[src/rtl/wps_pkg.sv]
// Shared constants and matcher state encoding for the write protection sequencer.
package wps_pkg;
    typedef enum logic [2:0] {
        M_IDLE, // no sequence in progress
        M_S1,   // first lead byte seen
        M_S2,   // lead pair seen
        M_ARM,  // arm command complete, load window open
        M_L3,   // 0x80 seen, lift sequence continuing
        M_L4,   // second lead byte of lift seen
        M_L5,   // second lead pair of lift seen
        M_LIFT  // lift command complete, load window open
    } seq_st_t;

    localparam int          CMP_W      = 15;
    localparam logic [14:0] ADR_ODD    = 15'h5555;
    localparam logic [14:0] ADR_EVEN   = 15'h2AAA;
    localparam logic [7:0]  BYTE_LEAD  = 8'hAA;
    localparam logic [7:0]  BYTE_PAIR  = 8'h55;
    localparam logic [7:0]  BYTE_ARM   = 8'hA0;
    localparam logic [7:0]  BYTE_EXT   = 8'h80;
    localparam logic [7:0]  BYTE_LIFT  = 8'h20;
endpackage

[src/rtl/wps_gap_timer.sv]
// Inter-byte gap timer. Counts idle cycles while a sequence or load window is
// open and pulses expire when GAP_MAX cycles pass with no write.
// Assumes GAP_MAX >= 2; a write on the expiring cycle wins over the timeout.
module wps_gap_timer #(
    parameter int GAP_MAX = 15000
) (
    input  logic clk,
    input  logic rst_n,
    input  logic armed,
    input  logic hit,
    output logic expire
);
    localparam int CW = (GAP_MAX > 2) ? $clog2(GAP_MAX) : 1;
    localparam logic [CW-1:0] LAST = CW'(GAP_MAX - 1);

    logic [CW-1:0] cnt;

    // Timeout fires on the last idle cycle of the window.
    always_comb expire = armed && !hit && (cnt == LAST);

    // Idle-cycle counter, cleared by each write and whenever disarmed.
    always_ff @(posedge clk) begin
        if (!rst_n)              cnt <= '0;
        else if (hit || !armed)  cnt <= '0;
        else if (!expire)        cnt <= cnt + 1'b1;
        else                     cnt <= '0;
    end

    assert_count_bound_R8: assert property (@(posedge clk) disable iff (!rst_n)
        cnt <= LAST);
endmodule

[src/rtl/wps_matcher.sv]
// Command sequence matcher. Tracks progress through the arm and lift
// sequences, classifies each write as command, forwarded or dummy, and reports
// completed commands. Assumes ADDR_W >= 15; only the low 15 bits are compared.
module wps_matcher
    import wps_pkg::*;
#(
    parameter int ADDR_W = 19
) (
    input  logic              clk,
    input  logic              rst_n,
    input  logic              wr_valid,
    input  logic [ADDR_W-1:0] wr_addr,
    input  logic [7:0]        wr_data,
    input  logic              expire,
    input  logic              prot_now,
    output logic              fwd,
    output logic              burn,
    output logic              arm_pend,
    output logic              pend_val,
    output logic              window_open,
    output logic              idle_burn
);
    seq_st_t    st, nxt;
    logic       seen_data;
    logic       ordinary;
    logic [CMP_W-1:0] lo;
    logic       is_lead, is_pair, is_arm, is_ext, is_lift, in_load;

    // Decode the compared address bits against each command byte.
    always_comb begin
        lo      = wr_addr[CMP_W-1:0];
        is_lead = (lo == ADR_ODD)  && (wr_data == BYTE_LEAD);
        is_pair = (lo == ADR_EVEN) && (wr_data == BYTE_PAIR);
        is_arm  = (lo == ADR_ODD)  && (wr_data == BYTE_ARM);
        is_ext  = (lo == ADR_ODD)  && (wr_data == BYTE_EXT);
        is_lift = (lo == ADR_ODD)  && (wr_data == BYTE_LIFT);
        in_load = (st == M_ARM) || (st == M_LIFT);
        window_open = (st != M_IDLE);
    end

    // Next state and per-write classification.
    always_comb begin
        nxt      = st;
        ordinary = 1'b0;
        fwd      = 1'b0;
        burn     = 1'b0;
        arm_pend = 1'b0;
        pend_val = 1'b0;
        if (wr_valid) begin
            unique case (st)
                M_IDLE: if (is_lead) nxt = M_S1; else ordinary = 1'b1;
                M_S1:   if (is_pair) nxt = M_S2;
                        else begin nxt = M_IDLE; ordinary = 1'b1; end
                M_S2: begin
                    if (is_arm) begin
                        nxt = M_ARM; arm_pend = 1'b1; pend_val = 1'b1;
                    end else if (is_ext) begin
                        nxt = M_L3;
                    end else begin
                        nxt = M_IDLE; ordinary = 1'b1;
                    end
                end
                M_L3:   if (is_lead) nxt = M_L4;
                        else begin nxt = M_IDLE; ordinary = 1'b1; end
                M_L4:   if (is_pair) nxt = M_L5;
                        else begin nxt = M_IDLE; ordinary = 1'b1; end
                M_L5: begin
                    if (is_lift) begin
                        nxt = M_LIFT; arm_pend = 1'b1; pend_val = 1'b0;
                    end else begin
                        nxt = M_IDLE; ordinary = 1'b1;
                    end
                end
                M_ARM, M_LIFT: fwd = 1'b1;
                default: nxt = M_IDLE;
            endcase
            if (ordinary) begin
                if (prot_now) burn = 1'b1;
                else          fwd  = 1'b1;
            end
        end else if (expire) begin
            nxt = M_IDLE;
        end
        idle_burn = !wr_valid && expire && in_load && !seen_data;
    end

    // Matcher state register.
    always_ff @(posedge clk) begin
        if (!rst_n) st <= M_IDLE;
        else        st <= nxt;
    end

    // Remembers whether the current load window carried any data byte.
    always_ff @(posedge clk) begin
        if (!rst_n)                  seen_data <= 1'b0;
        else if (arm_pend)           seen_data <= 1'b0;
        else if (wr_valid && in_load) seen_data <= 1'b1;
    end

    assert_gap_abort_R8: assert property (@(posedge clk) disable iff (!rst_n)
        expire |=> (st == M_IDLE));
    assert_cmd_consumed_R3: assert property (@(posedge clk) disable iff (!rst_n)
        arm_pend |-> (!fwd && !burn));
endmodule

[src/rtl/wps_prot_state.sv]
// Persistent protection flag. Holds a pending command until the next
// programming cycle ends with no load window open, then applies it.
module wps_prot_state (
    input  logic clk,
    input  logic rst_n,
    input  logic arm_pend,
    input  logic pend_val,
    input  logic cycle_done,
    input  logic window_open,
    output logic prot_on
);
    logic pend_v, pend_to;
    logic commit;

    // Commit only once the load window of the command has closed.
    always_comb commit = cycle_done && pend_v && !window_open;

    // Pending command register.
    always_ff @(posedge clk) begin
        if (!rst_n) begin
            pend_v  <= 1'b0;
            pend_to <= 1'b0;
        end else if (arm_pend) begin
            pend_v  <= 1'b1;
            pend_to <= pend_val;
        end else if (commit) begin
            pend_v  <= 1'b0;
        end
    end

    // Protection flag, updated at the end of a write cycle.
    always_ff @(posedge clk) begin
        if (!rst_n)      prot_on <= 1'b0;
        else if (commit) prot_on <= pend_to;
    end

    assert_commit_on_done_R4: assert property (@(posedge clk) disable iff (!rst_n)
        (prot_on != $past(prot_on)) |-> $past(cycle_done));
endmodule

[src/rtl/wp_cmd_seq.sv]
// Write protection command sequencer top. Combines the matcher, gap timer and
// protection flag, and registers the per-write outcome: forward or dummy cycle.
// Assumes at most one byte write per cycle and ADDR_W >= 15.
module wp_cmd_seq #(
    parameter int ADDR_W  = 19,
    parameter int GAP_MAX = 15000
) (
    input  logic              clk,
    input  logic              rst_n,
    input  logic              wr_valid,
    input  logic [ADDR_W-1:0] wr_addr,
    input  logic [7:0]        wr_data,
    input  logic              cycle_done,
    output logic              prot_on,
    output logic              pass_valid,
    output logic [ADDR_W-1:0] pass_addr,
    output logic [7:0]        pass_data,
    output logic              dummy_req
);
    logic fwd, burn, arm_pend, pend_val, window_open, idle_burn, expire;

    wps_gap_timer #(.GAP_MAX(GAP_MAX)) u_gap (
        .clk(clk), .rst_n(rst_n), .armed(window_open), .hit(wr_valid),
        .expire(expire)
    );

    wps_matcher #(.ADDR_W(ADDR_W)) u_match (
        .clk(clk), .rst_n(rst_n), .wr_valid(wr_valid), .wr_addr(wr_addr),
        .wr_data(wr_data), .expire(expire), .prot_now(prot_on),
        .fwd(fwd), .burn(burn), .arm_pend(arm_pend), .pend_val(pend_val),
        .window_open(window_open), .idle_burn(idle_burn)
    );

    wps_prot_state u_prot (
        .clk(clk), .rst_n(rst_n), .arm_pend(arm_pend), .pend_val(pend_val),
        .cycle_done(cycle_done), .window_open(window_open), .prot_on(prot_on)
    );

    // Output register for the forwarded byte and dummy-cycle strobe.
    always_ff @(posedge clk) begin
        if (!rst_n) begin
            pass_valid <= 1'b0;
            pass_addr  <= '0;
            pass_data  <= '0;
            dummy_req  <= 1'b0;
        end else begin
            pass_valid <= fwd;
            dummy_req  <= burn || idle_burn;
            if (fwd) begin
                pass_addr <= wr_addr;
                pass_data <= wr_data;
            end
        end
    end

    assert_pass_needs_write_R2: assert property (@(posedge clk) disable iff (!rst_n)
        pass_valid |-> $past(wr_valid));
    assert_one_outcome_R10: assert property (@(posedge clk) disable iff (!rst_n)
        !(pass_valid && dummy_req));
    assert_protected_no_plain_R5: assert property (@(posedge clk) disable iff (!rst_n)
        (burn) |=> (dummy_req && !pass_valid));
endmodule

[config.mk]
export PLATFORM = sky130hd
export DESIGN_NAME = wp_cmd_seq
export DESIGN_NICKNAME = d
export VERILOG_FILES = /design/src/rtl/wps_pkg.sv /design/src/rtl/wps_gap_timer.sv /design/src/rtl/wps_matcher.sv /design/src/rtl/wps_prot_state.sv /design/src/rtl/wp_cmd_seq.sv
export SDC_FILE = /design/constraint.sdc
export NUM_CORES = 1
export LEC_CHECK = 0
export CAP_MARGIN = 20
export CORE_MARGIN = 4
export CORE_UTILIZATION = 52
export CTS_CLUSTER_DIAMETER = 50
export DETAILED_ROUTE_END_ITERATION = 7
export GPL_ROUTABILITY_DRIVEN = 0
export GPL_TIMING_DRIVEN = 0
export PLACE_DENSITY = 0.8
export SYNTH_ARGS = -nofsm -noshare
export SYNTH_HDL_FRONTEND = slang
export SYNTH_HIERARCHICAL = 1
export SYNTH_SLANG_ARGS = --single-unit
[constraint.sdc]
create_clock -name clk -period 6.8 [get_ports clk]
set_clock_uncertainty 0.2 [all_clocks]
set_input_delay 0.68 -clock clk [delete_from_list [all_inputs] [get_ports clk]]
set_output_delay 0.68 -clock clk [all_outputs]
set_load 0.05 [all_outputs]
==> key figures <==
Yosys
  • Post-Syn Instances: 242
  • Synth unique cells: 48
  • Ys flop type: dfxtp_1
  • Async SR Flop Fraction: 0
  • Syn_nets: 274
  • Post-synth EDFFs: 0
  • Post-synthesis register bit count: 50
  • Syn. warnings: 6
  • Seq/Total Area, Yosys: 0.422
  • Post-Syn Area: 0.00237 mm²
  • Syn avg cell area: 9.80 µm²

Critical path
  • Slowest-stage cell, CP: clkdlybuf4s50_1
  • Worst setup SP type: primary input
  • WP data arrival: 2.97 ns
  • Crit end category: register
  • CP Cell Sequence: clkdlybuf4s50_1 -> nor4bb_1 -> nand2_1 -> a2111oi_1 -> or3_1 -> o311ai_1 -> buf_6 -> buf_12 -> mux2i_1 -> nor2b_1
  • Worst Path Buf+Inv: 3
  • Crit path max-delay family: buffers and inverters
  • WP data required: 6.82 ns
  • Worst path max stage delay: 0.50 ns
  • Critical path class: primary input to register
  • CP Max Fanout: 10

Global routing
  • First-pass GRT wire length: 9.03 mm
  • Largest net degree at the start of global routing: 19
  • GRT Util Overall: 0.207
  • GRT overflow: 0
  • Initial antenna violation count: 0
  • Vias in the first global route: 1,891

Routing
  • Final ANT Viol Nets: 0
  • DRT iter0 DRCs: 194
  • Pre-antenna DRT Iters: 4
  • DRT Wirelength: 5.46 mm
  • WL/cell: 15.1 µm
  • Via-per-instance ratio: 5.51
  • # DRC: 0
  • Vias: 1,994

Power and ir drop
  • Switching share of power: 0.292
  • Clock power frac: 0.308
  • Net Sw Power: 0.177 mW
  • Part of the power in combinational logic: 0.184
  • Peak VDD IR: 0.165 mV
  • Lkg Pwr: 1.10 nW
  • Sequential power share: 0.508
  • Tot Pwr: 0.605 mW
  • Int Power: 0.429 mW
  • PD cells: 193 mW/mm²

STA
  • RSZ-0062 raised after global routing: no
  • Slew Viols, Final: 0
  • Rel. slew slack: 0.640
  • Least-Margin Pin Slew: 0.538 ns
  • Final hold violations: 0
  • TNS Setup: 0 ns
  • Period utilisation layout: 0.434
  • Period minus WS final: 2.95 ns
  • Final setup viols: 0
  • FMAX: 0.339 GHz

Clock network
  • Resize count post-CTS: 0
  • Clk sink count: 50
  • Worst-Skew Late Latency: 0.31 ns
  • CTS Buf Count: 5
  • Clock Tree Buf Depth: 2
  • CTS tree: built
  • Buffer count from post-CTS setup fixing: 0
  • CTS clk-pin slew, worst paths: 0.10 ns
  • Htree depth: 2
  • Clock root cell: clkbuf_8
  • Hold-fix buffers, CTS: 0

Cells and area
  • Layout Utilization: 0.715
  • Most common cell after layout, fill and taps aside: clkdlybuf4s50_1
  • Layout cell share with drive strength beyond 1: 0.0677
  • Area delta synth->final: 32.2%
  • Multi-input gate area: 0.00127 mm²
  • Final instance area: 0.00313 mm²
  • Most frequent cells in the layout: clkdlybuf4s50_1, dfxtp_1, nor2b_1, mux2i_1, nor2_1
  • Fillers: 374
  • Seq. cell area: 0.00100 mm²
  • Layout net count: 341
  • Antenna Cells: 0

Place
  • Number of I/O port buffers: 60
  • Area post-placement: 0.00304 mm²
  • Placed wire-length estimate: 4.14 mm

Floorplan
  • Die height: 75.5 µm
  • Cell Rows: 24
  • Core ar.: 0.00438 mm²
  • Die Width: 75.5 µm
  • Die Area: 0.00570 mm²
  • Initial Util: 0.541
  • # IOs: 61

Flow run
  • Max-Cap Viols: 0

Outcome
  • Outcome: finished, final reports clean

Hold path
  • HP Class: register to register
logic make-up after synthesis:
kind of cell / count (synthesis) / share of synthesized area
compound gates: 15 / 0.0443
xor+xnor: 12 / 0.0443
fa+ha+maj: 1 / 0.00528
buf+inv: 13 / 0.0433
flops: 50 / 0.422
mux: 28 / 0.118
simple gates: 123 / 0.322
worst reg2reg max path, stage by stage (launching register included):
cell	delay [ns]
dfxtp_1	0.38
or4b_1	0.54
or4_4	0.55
nor3b_1	0.19
nand2b_1	0.13
and3_1	0.19
o31a_1	0.27
power groups by stage:
stage | registers (mW) | logic, mW | clock network, mW
after detailed placement | 0.314 | 0.112 | 0
after global placement | 0.314 | 0.111 | 0
after global routing | 0.309 | 0.118 | 0.204
after CTS | 0.308 | 0.112 | 0.192
final | 0.307 | 0.112 | 0.186
after floorplan | 0.348 | 0.0296 | 0
worst paths after layout:
check / cells past startpoint / start / to / slack (ns)
worst min register to register: 1 / u_gap/cnt[0] / u_gap/cnt[0] / 0.25
worst max register to register: 6 / u_gap/cnt[6] / u_match/st[1] / 4.24
worst max-delay path: 10 / wr_addr[6] / pass_addr[8] / 3.85
worst min-delay path: 1 / u_gap/cnt[0] / u_gap/cnt[0] / 0.25
metal layers:
layer	global-route usage	part of all wire	up-vias
met3	0.0831	0.071	5
met2	0.326	0.46	47
met1	0.267	0.46	943
li1	-	-	999
met4	0.0524	0.0090	0
met5	0	0	-
Yosys cell counts, drive strengths merged, types with 5 or more instances:
cell | number | area [µm²]
nand2b | 6 | 37.5
and4b | 5 | 50.1
nor3 | 9 | 45.0
buf | 6 | 76.3
nand2 | 12 | 45.0
nor4 | 5 | 31.3
nand3 | 9 | 45.0
dfxtp | 50 | 1000
xnor2 | 10 | 87.6
nand4 | 6 | 37.5
nor2b | 29 | 181
nor2 | 19 | 71.3
mux2i | 28 | 280
cell type report:
class,instances,share of cell area
timing repair buffer,60,0.192
clock buffer,5,0.0220
sequential,50,0.319
buffer,10,0.0291
clock inverter,3,0.00918
tap,52,0.0208
multi-input combinational,179,0.404
inverter,3,0.00359
metrics by stage:
| step | hold WS [ns] | instances | worst slack, ns |
|---|---|---|---|
| finish | 0.250 | 362 | 3.85 |
| global route | 0.277 | 362 | 3.66 |
| CTS | 0.254 | 362 | 3.89 |
| detailed placement | 0.239 | 354 | 3.55 |
| global placement | 0.233 | 354 | 3.56 |
| floorplan | 0.217 | 242 | 4.33 |
sequential cells by signal (all words and copies together), names as in the netlist:
signal / cells
u_match/seen_data: 1
pass_addr: 19
u_prot/pend_v: 1
pass_valid: 1
u_gap/cnt: 14
u_prot/prot_on: 1
pass_data: 8
u_prot/pend_to: 1
dummy_req: 1
u_match/st: 3
Power figures use the tool's default switching activity.
